$ cat config.mk
export PLATFORM = sky130hd
export DESIGN_NAME = mbx_irq_csr
export DESIGN_NICKNAME = d
export VERILOG_FILES = /design/src/rtl/mbx_irq_pkg.sv /design/src/rtl/mbx_irq_flag.sv /design/src/rtl/mbx_lane_hit.sv /design/src/rtl/mbx_irq_csr.sv
export SDC_FILE = /design/constraint.sdc
export NUM_CORES = 1
export LEC_CHECK = 0
export ABC_AREA = 1
export CORE_ASPECT_RATIO = 0.9
export CORE_UTILIZATION = 33
export DETAILED_ROUTE_END_ITERATION = 10
export PLACE_DENSITY = 0.87
export RECOVER_POWER = 50
export SLEW_MARGIN = 10
export SYNTH_ARGS = -nofsm -noshare
export SYNTH_HDL_FRONTEND = slang
export SYNTH_SLANG_ARGS = --single-unit
$ cat constraint.sdc
create_clock -name clk -period 1 [get_ports clk]
set_input_delay 0.2 -clock clk [delete_from_list [all_inputs] [get_ports clk]]
set_output_delay 0.2 -clock clk [all_outputs]
set_load 0.05 [all_outputs]
$ cat src/rtl/mbx_irq_pkg.sv
package mbx_irq_pkg;
    localparam int DW        = 32;
    localparam int NMBX      = 4;
    localparam int NLANE     = 4;
    localparam int MBXW      = $clog2(NMBX);
    localparam int LANEW     = $clog2(NLANE);
    localparam int NFLAG     = 6;

    // bit positions in the register word
    localparam int B_IN_LANE  = 0;
    localparam int B_IN_MBX   = 2;
    localparam int B_IN_EN    = 4;
    localparam int B_OUT_LANE = 8;
    localparam int B_OUT_MBX  = 10;
    localparam int B_OUT_EN   = 12;
    localparam int B_WRC_EN   = 14;
    localparam int B_RDC_EN   = 15;
    localparam int B_FLAG_LO  = 16;
    localparam int B_SUMMARY  = 23;

    // flag index, offset from B_FLAG_LO
    localparam int F_IN   = 0;
    localparam int F_OUT  = 1;
    localparam int F_WRC  = 2;
    localparam int F_RDC  = 3;
    localparam int F_BIST = 4;
    localparam int F_ABT  = 5;

    localparam logic [DW-1:0] RSVD_MASK = 32'hFF40_20E0;

    typedef struct packed {
        logic             rdc_en;
        logic             wrc_en;
        logic             out_en;
        logic [MBXW-1:0]  out_mbx;
        logic [LANEW-1:0] out_lane;
        logic             in_en;
        logic [MBXW-1:0]  in_mbx;
        logic [LANEW-1:0] in_lane;
    } ctl_t;

    typedef struct packed {
        ctl_t ctl;
        logic irq;
    } csr_state_t;
endpackage

$ cat src/rtl/mbx_irq_flag.sv
module mbx_irq_flag (
    input  logic clk,
    input  logic rst,
    input  logic set_i,
    input  logic clr_i,
    output logic flag_d,
    output logic flag_q
);
    always_comb begin
        flag_d = set_i | (flag_q & ~clr_i);
    end

    always_ff @(posedge clk) begin
        if (rst) flag_q <= 1'b0;
        else     flag_q <= flag_d;
    end

    // a set event always leaves the flag high
    p_set_wins_r10: assert property (@(posedge clk) disable iff (rst)
        set_i |=> flag_q);
    // clear without set drops the flag
    p_w1c_clears_r5: assert property (@(posedge clk) disable iff (rst)
        (clr_i && !set_i) |=> !flag_q);
    // no clear and no set holds the flag
    p_hold_r5: assert property (@(posedge clk) disable iff (rst)
        (!clr_i && !set_i) |=> (flag_q == $past(flag_q)));
endmodule

$ cat src/rtl/mbx_lane_hit.sv
module mbx_lane_hit #(
    parameter int NMBX  = 4,
    parameter int NLANE = 4,
    localparam int MBXW  = $clog2(NMBX),
    localparam int LANEW = $clog2(NLANE)
) (
    input  logic             clk,
    input  logic             rst,
    input  logic             strobe_i,
    input  logic             en_i,
    input  logic [MBXW-1:0]  acc_idx_i,
    input  logic [NLANE-1:0] acc_be_i,
    input  logic [MBXW-1:0]  sel_mbx_i,
    input  logic [LANEW-1:0] sel_lane_i,
    output logic             hit_o
);
    logic [NMBX-1:0]  mbx_match;
    logic [NLANE-1:0] lane_match;

    for (genvar m = 0; m < NMBX; m++) begin : g_mbx
        assign mbx_match[m] = (acc_idx_i == MBXW'(m)) && (sel_mbx_i == MBXW'(m));
    end

    for (genvar l = 0; l < NLANE; l++) begin : g_lane
        assign lane_match[l] = acc_be_i[l] && (sel_lane_i == LANEW'(l));
    end

    always_comb begin
        hit_o = strobe_i & en_i & (|mbx_match) & (|lane_match);
    end

    // at most one mailbox can match a single access
    p_one_mbx_r8: assert property (@(posedge clk) disable iff (rst)
        $onehot0(mbx_match));
    // no hit without an access strobe
    p_hit_needs_access_r9: assert property (@(posedge clk) disable iff (rst)
        !strobe_i |-> !hit_o);
endmodule

$ cat src/rtl/mbx_irq_csr.sv
module mbx_irq_csr
    import mbx_irq_pkg::*;
(
    input  logic              clk,
    input  logic              rst,
    input  logic              reg_wr,
    input  logic [NLANE-1:0]  reg_be,
    input  logic [DW-1:0]     reg_wdata,
    output logic [DW-1:0]     reg_rdata,
    input  logic              ev_abort,
    input  logic              ev_selftest,
    input  logic              ev_rd_count_zero,
    input  logic              ev_wr_count_zero,
    input  logic              host_mb_rd,
    input  logic              host_mb_wr,
    input  logic [MBXW-1:0]   host_mb_idx,
    input  logic [NLANE-1:0]  host_mb_be,
    output logic              irq
);
    csr_state_t       st_d, st_q;
    logic [NFLAG-1:0] flag_set, flag_clr, flag_d, flag_q;
    logic             in_hit, out_hit;

    mbx_lane_hit #(.NMBX(NMBX), .NLANE(NLANE)) u_in_hit (
        .clk(clk), .rst(rst),
        .strobe_i(host_mb_wr), .en_i(st_q.ctl.in_en),
        .acc_idx_i(host_mb_idx), .acc_be_i(host_mb_be),
        .sel_mbx_i(st_q.ctl.in_mbx), .sel_lane_i(st_q.ctl.in_lane),
        .hit_o(in_hit)
    );

    mbx_lane_hit #(.NMBX(NMBX), .NLANE(NLANE)) u_out_hit (
        .clk(clk), .rst(rst),
        .strobe_i(host_mb_rd), .en_i(st_q.ctl.out_en),
        .acc_idx_i(host_mb_idx), .acc_be_i(host_mb_be),
        .sel_mbx_i(st_q.ctl.out_mbx), .sel_lane_i(st_q.ctl.out_lane),
        .hit_o(out_hit)
    );

    always_comb begin
        flag_set         = '0;
        flag_set[F_IN]   = in_hit;
        flag_set[F_OUT]  = out_hit;
        flag_set[F_WRC]  = ev_wr_count_zero & st_q.ctl.wrc_en;
        flag_set[F_RDC]  = ev_rd_count_zero & st_q.ctl.rdc_en;
        flag_set[F_BIST] = ev_selftest;
        flag_set[F_ABT]  = ev_abort;
    end

    for (genvar i = 0; i < NFLAG; i++) begin : g_flag
        assign flag_clr[i] = reg_wr & reg_be[B_FLAG_LO/8] & reg_wdata[B_FLAG_LO+i];
        mbx_irq_flag u_flag (
            .clk(clk), .rst(rst),
            .set_i(flag_set[i]), .clr_i(flag_clr[i]),
            .flag_d(flag_d[i]), .flag_q(flag_q[i])
        );
    end

    always_comb begin
        st_d = st_q;
        if (reg_wr && reg_be[0]) begin
            st_d.ctl.in_en   = reg_wdata[B_IN_EN];
            st_d.ctl.in_mbx  = reg_wdata[B_IN_MBX +: MBXW];
            st_d.ctl.in_lane = reg_wdata[B_IN_LANE +: LANEW];
        end
        if (reg_wr && reg_be[1]) begin
            st_d.ctl.rdc_en   = reg_wdata[B_RDC_EN];
            st_d.ctl.wrc_en   = reg_wdata[B_WRC_EN];
            st_d.ctl.out_en   = reg_wdata[B_OUT_EN];
            st_d.ctl.out_mbx  = reg_wdata[B_OUT_MBX +: MBXW];
            st_d.ctl.out_lane = reg_wdata[B_OUT_LANE +: LANEW];
        end
        st_d.irq = |flag_d;
    end

    always_ff @(posedge clk) begin
        if (rst) st_q <= '0;
        else     st_q <= st_d;
    end

    always_comb begin
        reg_rdata                          = '0;
        reg_rdata[B_IN_LANE +: LANEW]      = st_q.ctl.in_lane;
        reg_rdata[B_IN_MBX +: MBXW]        = st_q.ctl.in_mbx;
        reg_rdata[B_IN_EN]                 = st_q.ctl.in_en;
        reg_rdata[B_OUT_LANE +: LANEW]     = st_q.ctl.out_lane;
        reg_rdata[B_OUT_MBX +: MBXW]       = st_q.ctl.out_mbx;
        reg_rdata[B_OUT_EN]                = st_q.ctl.out_en;
        reg_rdata[B_WRC_EN]                = st_q.ctl.wrc_en;
        reg_rdata[B_RDC_EN]                = st_q.ctl.rdc_en;
        reg_rdata[B_FLAG_LO +: NFLAG]      = flag_q;
        reg_rdata[B_SUMMARY]               = |flag_q;
    end

    assign irq = st_q.irq;

    // reserved bits never read as one
    p_reserved_zero_r2: assert property (@(posedge clk) disable iff (rst)
        (reg_rdata & RSVD_MASK) == '0);
    // the registered output tracks the summary bit
    p_irq_summary_r4: assert property (@(posedge clk) disable iff (rst)
        irq == reg_rdata[B_SUMMARY]);
    // a disabled read-complete flag that is low stays low
    p_rdc_gated_r7: assert property (@(posedge clk) disable iff (rst)
        (!st_q.ctl.rdc_en && !flag_q[F_RDC]) |=> !flag_q[F_RDC]);
    // the self-test flag is sticky until a one is written to it
    p_bist_sticky_r6: assert property (@(posedge clk) disable iff (rst)
        (flag_q[F_BIST] && !flag_clr[F_BIST]) |=> flag_q[F_BIST]);
endmodule

; ---- Word-level counts from Yosys, hierarchy flattened
; Index checks and enable logic that the tools add are counted.
[totals]
ff_bits = 19
latchBits = 0
ram_bits = 0
mem_bits_ro = 0
inputBits = 51
word_cells = 92
memories = 0
[op_classes]
n_addsub = 0
n_mul = 0
n_div = 0
n_lt_le_gt_ge = 0
n_eq_ne = 15
shifts = 0
muxes = 0
bitwise_logic = 33
reduce_logical = 29
[op_table]
columns = cell, n
row1 = 1-bit bitwise AND, 21
row2 = 2-bit equality test (second input constant), 10
row3 = 1-bit logical AND, 18
row4 = 4-bit OR reduction, 4
row5 = 6-bit OR reduction, 2
row6 = 2-bit by 1-bit equality test with 1-bit output (second input constant), 5
row7 = 2-bit logical NOT, 5
row8 = 1-bit NOT, 6
row9 = 1-bit OR, 6

; ---- Logic depth before layout (Yosys ltp)
; Gate-level depths: netlist (run 1).
[logic_depth]
word_depth = 7
ltp_mapped = 8
ltp_nobuf = 8

; ---- Hierarchy
; Synthesis (run 1) repeated with hierarchy kept, for this count alone.
[hier_totals]
hier_cells = 172
area_unflattened_um2 = 1104.8
[by_module_without_submodules]
columns = mod, n_inst, cells_each, area_per_inst_um2, seq_area_each_um2
row1 = mbx_irq_csr, 1, 96, 661.9, 260.2
row2 = mbx_irq_flag, 6, 6, 46.3, 20.0
row3 = mbx_lane_hit, 2, 20, 82.6, 0.0

; ---- Worst setup path after synthesis (run 1)
; No wires, ideal clock.
[synth_timing]
path_type = reg-to-reg
from = register st_q (netlist bit reg_rdata[0])
to = register st_q (netlist bit irq)
arrival_ns = 1.189
required_time_ns = 0.938
slack_ns = -0.250
path_stages_with_launch = 9
path_buffers = 0
synth_period_minus_slack_ns = 1.250
path_cell_list = dfxtp_1 inv_1 nand2_1 nand3_1 nand2_1 nand2_1 nand2_1 nand2_1 nand3_1
[synth_between]
elab_chain_cells = 6
[synth_rtl]
columns = item, line_no
row1 = "start, declared", mbx_irq_csr.sv:20  ; csr_state_t st_d, st_q;
row2 = "start signal, assigned", mbx_irq_csr.sv:78  ; else st_q <= st_d;
row3 = "2-bit by 1-bit equality test with 1-bit output, or another cell as far along", mbx_lane_hit.sv:25  ; assign lane_match[l] = acc_be_i[l] && (sel_lane_i == LANEW'(l));
row4 = 1-bit logical AND, mbx_lane_hit.sv:25
row5 = 4-bit OR reduction *, mbx_lane_hit.sv:29  ; hit_o = strobe_i & en_i & (|mbx_match) & (|lane_match);
row6 = 1-bit bitwise AND *, mbx_lane_hit.sv:29
row7 = 1-bit OR *, mbx_irq_flag.sv:10  ; flag_d = set_i | (flag_q & ~clr_i);
row8 = 6-bit OR reduction *, mbx_irq_csr.sv:73  ; st_d.irq = |flag_d;
; Every way passes the cells marked *; elsewhere a longest branch is shown, timed or not.
; A chain may end at the register's enable or synchronous reset.

; ---- Final worst setup path (run 1)
[layout_timing]
from = register g_flag[4].u_flag.flag_q
to = output reg_rdata[23]
[layout_between]
elab_chain_cells = 1
[layout_rtl]
columns = item, line_no
row1 = "start, declared", mbx_irq_flag.sv:7  ; output logic flag_q
row2 = "start signal, assigned", mbx_irq_flag.sv:15  ; else flag_q <= flag_d;
row3 = 6-bit OR reduction, mbx_irq_csr.sv:92  ; reg_rdata[B_SUMMARY] = |flag_q;
row4 = "end, declared", mbx_irq_csr.sv:9  ; output logic [DW-1:0] reg_rdata,
; No other way between the ends.

==> results of run 1 <==
-- what timing repair did --
item	4_1_cts	5_1_grt
cloned	0	1
setup endpoints to repair	35	34
gates resized for setup	22	18
pin swaps	0	7
setup buffers	3	3
-- logic make-up after synthesis --
group	count (synthesis)	synth area share, %
AO/OA/AOI/OAI	25	11.8
buffers and inverters	44	25.6
flip-flops	19	35.8
other	1	0.353
AND/OR/NAND/NOR	69	26.4
-- through the flow --
step	TNS [ns]	hold slack (ns)
3_3_place_gp	-7.58	0.496
3_5_place_dp	-8.59	0.498
2_1_floorplan	-0.00727	0.262
5_1_grt	-3.21	0.354
6_report	-1.55	0.340
4_1_cts	-1.72	0.441
-- registers in the layout (all words and copies together), names as in the netlist --
register              count
g_flag.u_flag.flag_q      6
irq                       1
reg_rdata                12
-- final timing paths --
check                                startpoint                            endpoint  cells past startpoint
min                                         rst  g_flag[4].u_flag.flag_q$_SDFF_PP0_                      3
max reg2reg  g_flag[4].u_flag.flag_q$_SDFF_PP0_                      irq$_SDFF_PP0_                      8
max          g_flag[4].u_flag.flag_q$_SDFF_PP0_                       reg_rdata[23]                      3
min reg2reg  g_flag[2].u_flag.flag_q$_SDFF_PP0_  g_flag[2].u_flag.flag_q$_SDFF_PP0_                      2
-- tightest hold or removal path, cell delays in order --
cell and delay, ns:
dlymetal6s2s_1 0.20, buf_4 0.18, a21oi_1 0.04
-- synth_stat cells, drive strengths merged --
master,instances
o21ai,12
conb,1
a21oi,13
inv,20
buf,24
nor2,12
nor4,1
nand2,41
dfxtp,19
nand3,15
-- power groups by stage --
| stage | Combinational, mW | Sequential, mW | Clock, mW |
|---|---|---|---|
| 2_1_floorplan | 0.400 | 0.954 | 0 |
| 3_3_place_gp | 0.832 | 0.866 | 0 |
| 3_5_place_dp | 0.840 | 0.868 | 0 |
| 4_1_cts | 0.865 | 0.858 | 0.406 |
| 5_1_grt | 0.938 | 0.868 | 0.443 |
| 6_report | 0.885 | 0.860 | 0.392 |
-- final cells by class --
class,instances,area [sq um]
fillers,267,1100
repair buffers,69,880
multi-input cells,107,494
flip-flops and latches,19,427
inverters,20,81.3
well taps,42,52.6
clock buffers,3,22.5
clock inverters,1,5.00
repair inverters,1,5.00
-- layer usage --
| layer | wire (um) | up-vias |
|---|---|---|
| met4 | 59 | 0 |
| met5 | 0 | - |
| met1 | 1260 | 486 |
| met2 | 1500 | 46 |
| met3 | 155 | 6 |
| li1 | - | 586 |
-- cells in the final DEF, fill, tap and decap left out, types with 7 or more instances in the layout --
cell type         n
buf_6             8
nand2_1          36
buf_12           19
o21ai_0          12
inv_1            14
a21oi_1          13
nand3_1          14
dfxtp_2          10
nor2_1           11
clkdlybuf4s50_1  30
conb_1           13
dfxtp_4           9
buf_4             7
==> results.toml, run 1 <==
[setup_path]
end_kind = "primary output"
cp.buffers_inverters = 1
cpLargestDelayFamily = "simple AND/OR/NAND/NOR gates"
cp_cell_sequence = "nor4_4 -> nand2_2 -> buf_6"
worstPathRequired_ns = 0.80
arrival_ns = 1.19
start_kind = "flip-flop"
slowest_delay_ns = 0.35
critical_path_class = "reg -> out"
reg2reg_slack_ns = -0.05
cpMaxStageDelayCell = "dfxtp_2"
cp_max_fo = 2

[global_routing]
grt_pass1_vias = 1112
grtUsageMet1_pct = 22.7
grt_use_met2_pct = 27.5
grt_pass1_wl_mm = 4.52
grt_max_degree = 16
grt_usage_pct = 17.7
antenna_found_initial = 0
use_met3_pct = 4.88
grt_overflow = 0
grt.busiest_layer = "met2"

[clock_tree]
clkTransAtPathRegs_ns = 0.11
clock_latency_ns = 0.30
cts_made_buffers = 3
clockBufferDepth = 2
root_buffer = "clkbuf_4"
cts_max_level = 1
tritoncts = "yes"
cts_hold_buf = 0
cts_sinks = 19

[placement]
pre_cts_slack_ns = -0.578
routabilityCongestion = 0.854
dp_cells = 254
dpl_cell_area_sq_um = 1830
numPortBuffers = 55
hpwl_mm = 2.24

[run_status]
status = "complete, but fails checks"
violations = "setup timing"

[pwr]
ir_drop_mv = 0.684
p_sw_share_pct = 36.3
powerDensity_nw_per_um2 = 1090
power_frac_seq_pct = 40.3
p_total_mw = 2.14
clkPwrFrac_pct = 18.3
p_switching_uw = 776
leakagePower_nw = 0.910
internal_power_mw = 1.36
combPwrFrac_pct = 41.4

[sta]
skew_ns = 0.00575
setup_ws_ns = -0.386
setup_viol = 20
fmax_mhz = 722
final.min_clock_period_ns = 1.39
fin_crit_sh_pct = 139
finalHoldViolCount = 0
rsz0062_at_grt = "true"
finalMaxSlewViolations = 0

[floorplanning]
die_w_um = 61.8
start_util_pct = 34.6
die_h_um = 55.8
row_count = 19
core_sq_um = 3070
fp.dieArea_sq_um = 3450
ioPinCount = 84

[detailed_routing]
ant_nets = 0
wire_per_inst_um = 11.4
viasPerCell = 4.29
vias = 1124
remaining_drc_errors = 0
drt_wl_total_mm = 2.98
drt_pass1_iterations = 6
drt_iter0_drc = 37

[layout]
drive_gt1_share_pct = 32.7
finish.utilization_pct = 64.1
final_area_sq_um = 1970
fin_cells = 262
num_antenna_cells = 0
area_growth_pct = 85.4
fin_nets = 272

[run]
cap_violations = 0

[logic_synthesis]
yosys.area.top_type = "dfxtp_1"
syn_area_sq_um = 1060
synth_cells = 158
synth_top_area_share_pct = 35.8
synthDistinctLibCells = 12
synthTopCellsByArea = "dfxtp_1 36%, buf_4 16%, nand2_1 15%, inv_1 7.1%, nand3_1 7.1%"
synth-seq-cells = 19
seq_area_frac_synth_pct = 35.8
ys_warn_count = 0
syn_avg_cell_area_sq_um = 6.72

[min_path]
hold_class = "in -> reg"
Note: power is estimated with default switching activity, not from simulation.
==> inputs of run 2 (changes only) <==
PLACE_DENSITY = 0.86   (was 0.87)
SYNTH_HIERARCHICAL = 1   (was default)
==> results.toml, run 2 <==
[run_status]
status = "complete, but fails checks"
violations = "setup timing"

[layout]
layout_commonest_cell = "nand2_1"
area_growth_pct = 112
fin_nets = 319
finish.utilization_pct = 75.3
layout_common_cells = "39 x nand2_1, 30 x inv_1, 25 x clkdlybuf4s50_1"
fin_cells = 309
largest_reg_flops = 12
num_antenna_cells = 0
drive_gt1_share_pct = 39.3

[floorplanning]
die_h_um = 56.9
die_w_um = 63.0
ioPinCount = 84
core_sq_um = 3110
fp.dieArea_sq_um = 3580
start_util_pct = 35.5
row_count = 19

[placement]
routabilityCongestion = 0.791
numPortBuffers = 55
hpwl_mm = 2.68
dp_cells = 300

[sta]
fmax_mhz = 779
rsz0062_at_grt = "true"
setup_ws_ns = -0.283
setup_viol = 21
fin_crit_sh_pct = 128
skew_ns = 0.00327
finalMaxSlewViolations = 0
finalHoldViolCount = 0
final.min_clock_period_ns = 1.28

[logic_synthesis]
syn_area_sq_um = 1100
ys_warn_count = 6
synth_top_area_share_pct = 34.4
synth_top_cells_by_count = "42 x nand2_1, 32 x inv_1, 20 x nand3_1"
synth-edff-count = 0
synth_ff_type = "dfxtp_1"
synth_cells = 172
synthTopCellsByArea = "dfxtp_1 34%, nand2_1 14%, inv_1 11%, nand3_1 9.1%, buf_4 8.8%"
yosysMostFrequentCell = "nand2_1"
yosys.area_share.simple_pct = 32.6
synth_compound_area_share_pct = 11.1
synth_top_family_by_area = "simple AND/OR/NAND/NOR gates"
yosys.area.top_type = "dfxtp_1"
synth_xor_area_share_pct = 0
seq_area_frac_synth_pct = 34.4
synthDistinctLibCells = 14
synthAdderAreaFrac_pct = 0
async_reset_ff_share_pct = 0
synthMuxAreaShare_pct = 0
synth-seq-cells = 19
syn_avg_cell_area_sq_um = 6.42

[pwr]
p_switching_uw = 749
leakagePower_nw = 1.09
clkPwrFrac_pct = 24.1
p_sw_share_pct = 33.8
power_frac_seq_pct = 36.9
powerDensity_nw_per_um2 = 944
ir_drop_mv = 1.09
internal_power_mw = 1.46
combPwrFrac_pct = 39.0

[clock_tree]
cts_sinks = 19
clockBufferDepth = 2
cts_made_buffers = 3
root_buffer = "clkbuf_8"
clkTransAtPathRegs_ns = 0.07
tritoncts = "yes"
clock_latency_ns = 0.26
cts_max_level = 1
cts_hold_buf = 0

[global_routing]
grt_overflow = 0
grt_max_degree = 15
grt_pass1_wl_mm = 5.62
grt_usage_pct = 20.1
antenna_found_initial = 0
grt_pass1_vias = 1364

[setup_path]
cp_max_fo = 3
cpLargestDelayFamily = "simple AND/OR/NAND/NOR gates"
end_kind = "flip-flop"
cp.buffers_inverters = 2
cp_cell_sequence = "or2_0 -> nand3_1 -> nor2_1 -> inv_1 -> nand2_1 -> nor2_1 -> nand3_1 -> nand2_1 -> inv_1"
worstPathRequired_ns = 1.16
slowest_delay_ns = 0.36
critical_path_class = "reg -> reg"
start_kind = "flip-flop"
cpMaxStageDelayCell = "dfxtp_4"
arrival_ns = 1.44

[detailed_routing]
remaining_drc_errors = 0
drt_iter0_drc = 43
ant_nets = 0
wire_per_inst_um = 12.6
drt_wl_total_mm = 3.91
drt_pass1_iterations = 4
viasPerCell = 4.61
vias = 1423

[run]
cap_violations = 0

[min_path]
hold_class = "reg -> reg"
run 2: cell types whose count changed after synthesis, sizes merged:
cell / change
or2: +2
clkbuf: +1
nand2: +7
buf: -9
nor4: -1
o21ai: -12
nand3: +5
a21oi: +7
nor2: +2
inv: +12
run 2: what timing repair did:
item	CTS	global route
buffers inserted	10	4
resized for setup	36	16
pin swaps	10	12
endpoints found under the setup margin	37	24
run 2: final cells by class:
type / instances / area [sq um]
repair buffers: 95 / 1110
fillers: 222 / 771
multi-input cells: 117 / 587
flip-flops and latches: 19 / 433
inverters: 32 / 120
well taps: 42 / 52.6
clock buffers: 4 / 45.0
run 2: final timing paths:
kind | end | cells past startpoint | slack (ns) | from
worst min register to register | reg_rdata[14]$_SDFFE_PP0P_ | 2 | 0.50 | reg_rdata[14]$_SDFFE_PP0P_
worst max register to register | irq$_SDFF_PP0_ | 9 | -0.28 | reg_rdata[3]$_SDFFE_PP0P_
worst max-delay path | irq$_SDFF_PP0_ | 9 | -0.28 | reg_rdata[3]$_SDFFE_PP0P_
worst min-delay path | reg_rdata[14]$_SDFFE_PP0P_ | 2 | 0.50 | reg_rdata[14]$_SDFFE_PP0P_
run 2: logic make-up after synthesis:
logic type	after synthesis
simple gates	84
buf+inv	48
compound gates	20
flops	19
other cells	1
run 2: tightest hold or removal path, stage by stage, from the launching register on:
cell and delay, ns:
dfxtp_2 0.34, nand2_1 0.06, a21oi_1 0.05
run 2: power by group through the flow:
stage,sequential [mW],combinational [mW],clock [mW]
CTS,0.823,0.832,0.548
global placement,0.828,0.800,0
finish,0.817,0.864,0.533
floorplan,0.946,0.306,0
global route,0.820,0.908,0.570
detailed placement,0.829,0.812,0
run 2: per-stage QoR:
stage | hold slack [ns] | cell area [sq um] | TNS [ns] | power (mW) | setup slack, ns
floorplan | 0.255 | 1200 | -0.155 | 1.25 | -0.155
global placement | 0.488 | 2140 | -7.41 | 1.63 | -0.547
detailed placement | 0.502 | 2140 | -7.68 | 1.64 | -0.575
CTS | 0.498 | 2280 | -1.77 | 2.20 | -0.216
global route | 0.511 | 2340 | -2.66 | 2.30 | -0.355
finish | 0.497 | 2340 | -2.06 | 2.21 | -0.283
run 2: metal layers:
metal / global-route usage [%] / wire, um
met5: 0 / 0
met2: 37.3 / 2090
met4: 7.64 / 131
met1: 22.0 / 1420
met3: 4.47 / 271
==> inputs of run 3 (changes only) <==
MAX_ROUTING_LAYER = met4   (was default)
SETUP_SLACK_MARGIN = 0.2   (was default)
==> results.toml, run 3 (same netlist as run 2, synthesis figures left out) <==
[global_routing]
grt_pass1_vias = 1359
antenna_found_initial = 0
grt_overflow = 0
grt.busiest_layer = "met2"
use_met3_pct = 5.89
grt_use_met2_pct = 41.9
grt_usage_pct = 22.4
grtUsageMet1_pct = 23.2
grt_max_degree = 15
grt_pass1_wl_mm = 6.03

[layout]
fin_nets = 316
fin_cells = 306
area_growth_pct = 119
largest_reg_flops = 12
layout_common_cells = "28 x nand2_1, 26 x inv_1, 26 x buf_6"
num_antenna_cells = 0
layout_commonest_cell = "nand2_1"
final_area_sq_um = 2420
drive_gt1_share_pct = 47.3

[floorplanning]
start_util_pct = 35.5
core_sq_um = 3110
die_w_um = 63.0
die_h_um = 56.9
fp.dieArea_sq_um = 3580
ioPinCount = 84
row_count = 19

[sta]
fmax_mhz = 842
finalHoldViolCount = 0
timing.hold.ws_ns = 0.376
finalMaxSlewViolations = 0
skew_ns = 0.00317
setup_ws_ns = -0.187
setup_viol = 18
fin_crit_sh_pct = 119
final.min_clock_period_ns = 1.19
rsz0062_at_grt = "true"

[run_status]
status = "complete, but fails checks"
violations = "setup timing"

[setup_path]
critical_path_class = "reg -> out"
crit_end = "reg_rdata[23]"
startpoint = "g_flag[3].u_flag/flag_q$_SDFF_PP0_"
end_kind = "primary output"
cp_max_fo = 3
r2r-start = "reg_rdata[11]$_SDFFE_PP0P_"
r2r_cells = 9
start_kind = "flip-flop"
reg2reg_to = "irq$_SDFF_PP0_"
worstPathRequired_ns = 0.80
arrival_ns = 0.99
reg2reg_slack_ns = -0.18

[placement]
routabilityCongestion = 0.749
pre_cts_slack_ns = -0.554
dpl_cell_area_sq_um = 2130
dp_cells = 292
numPortBuffers = 55
hpwl_mm = 2.59

[clock_tree]
cts_made_buffers = 3
cts_sinks = 19
cts_max_level = 1
clock_latency_ns = 0.26
root_buffer = "clkbuf_8"
clockBufferDepth = 2
tritoncts = "yes"
cts_hold_buf = 0
clkTransAtPathRegs_ns = 0.07

[pwr]
p_total_mw = 2.25
powerDensity_nw_per_um2 = 928
ir_drop_mv = 0.958
leakagePower_nw = 1.11

[detailed_routing]
vias = 1390
ant_nets = 0
drt_iter0_drc = 27
wire_per_inst_um = 13.7
remaining_drc_errors = 0
drt_wl_total_mm = 4.19
drt_pass1_iterations = 4
viasPerCell = 4.54

[min_path]
hold_class = "in -> reg"
hp-start = "reg_be[1]"

[run]
cap_violations = 0
## run 3: changes by cell type in the layout (fill, tap and decap cells not counted), sizes merged
cell / previous run / this run
clkbuf: 8 / 7
clkdlybuf4s15: 0 / 1
clkdlybuf4s50: 25 / 16
dlygate4sd2: 9 / 15
dlygate4sd3: 0 / 1
dlymetal6s2s: 1 / 0
## run 3: timing repair
action	in CTS	in global routing
resized for setup	51	35
endpoints found under the setup margin	39	35
pin swaps	14	15
buffers inserted	7	3
## run 3: cell type report
type                            instances  area (sq um)
Clock buffer                            4          45.0
Fill cell                             209           689
Inverter                               32           123
Multi-Input combinational cell        117           662
Sequential cell                        19           449
Tap cell                               42          52.6
Timing Repair Buffer                   92          1090
## run 3: power breakdown
part	switching [mW]	internal (mW)	total, mW
Combinational	0.483	0.415	0.898
Clock	0.257	0.284	0.541
Sequential	0.0444	0.766	0.811
## run 3: how the worst min path moves through the flow
stage,endpoint,slack (ns),cells past startpoint
final,reg_rdata[14]$_SDFFE_PP0P_,0.38,3
after global routing,reg_rdata[14]$_SDFFE_PP0P_,0.41,3
after CTS,irq$_SDFF_PP0_,0.42,4
after detailed placement,reg_rdata[14]$_SDFFE_PP0P_,0.50,2
after global placement,reg_rdata[14]$_SDFFE_PP0P_,0.49,2
after floorplan,g_flag[0].u_flag/flag_q$_SDFF_PP0_,0.25,1
## run 3: per-stage QoR
stage / setup TNS [ns] / util [%]
final: -1.78 / 77.9
after global placement: -6.13 / 68.5
after global routing: -2.34 / 77.9
after floorplan: -0.151 / -
after detailed placement: -7.01 / 68.5
after CTS: -1.30 / 74.3
## run 3: metal layers
metal / wire length [um] / vias up / share of wire, %
met4: 23 / 0 / 0.55
li1: - / 682 / -
met5: 0 / - / 0
met2: 2340 / 45 / 56
met1: 1610 / 657 / 38
met3: 219 / 6 / 5.2
## run 3: critical path, stage by stage, from the launching register on
cell     delay (ns)
dfxtp_4        0.37
nor2_4         0.13
nand3_4        0.08
buf_12         0.15
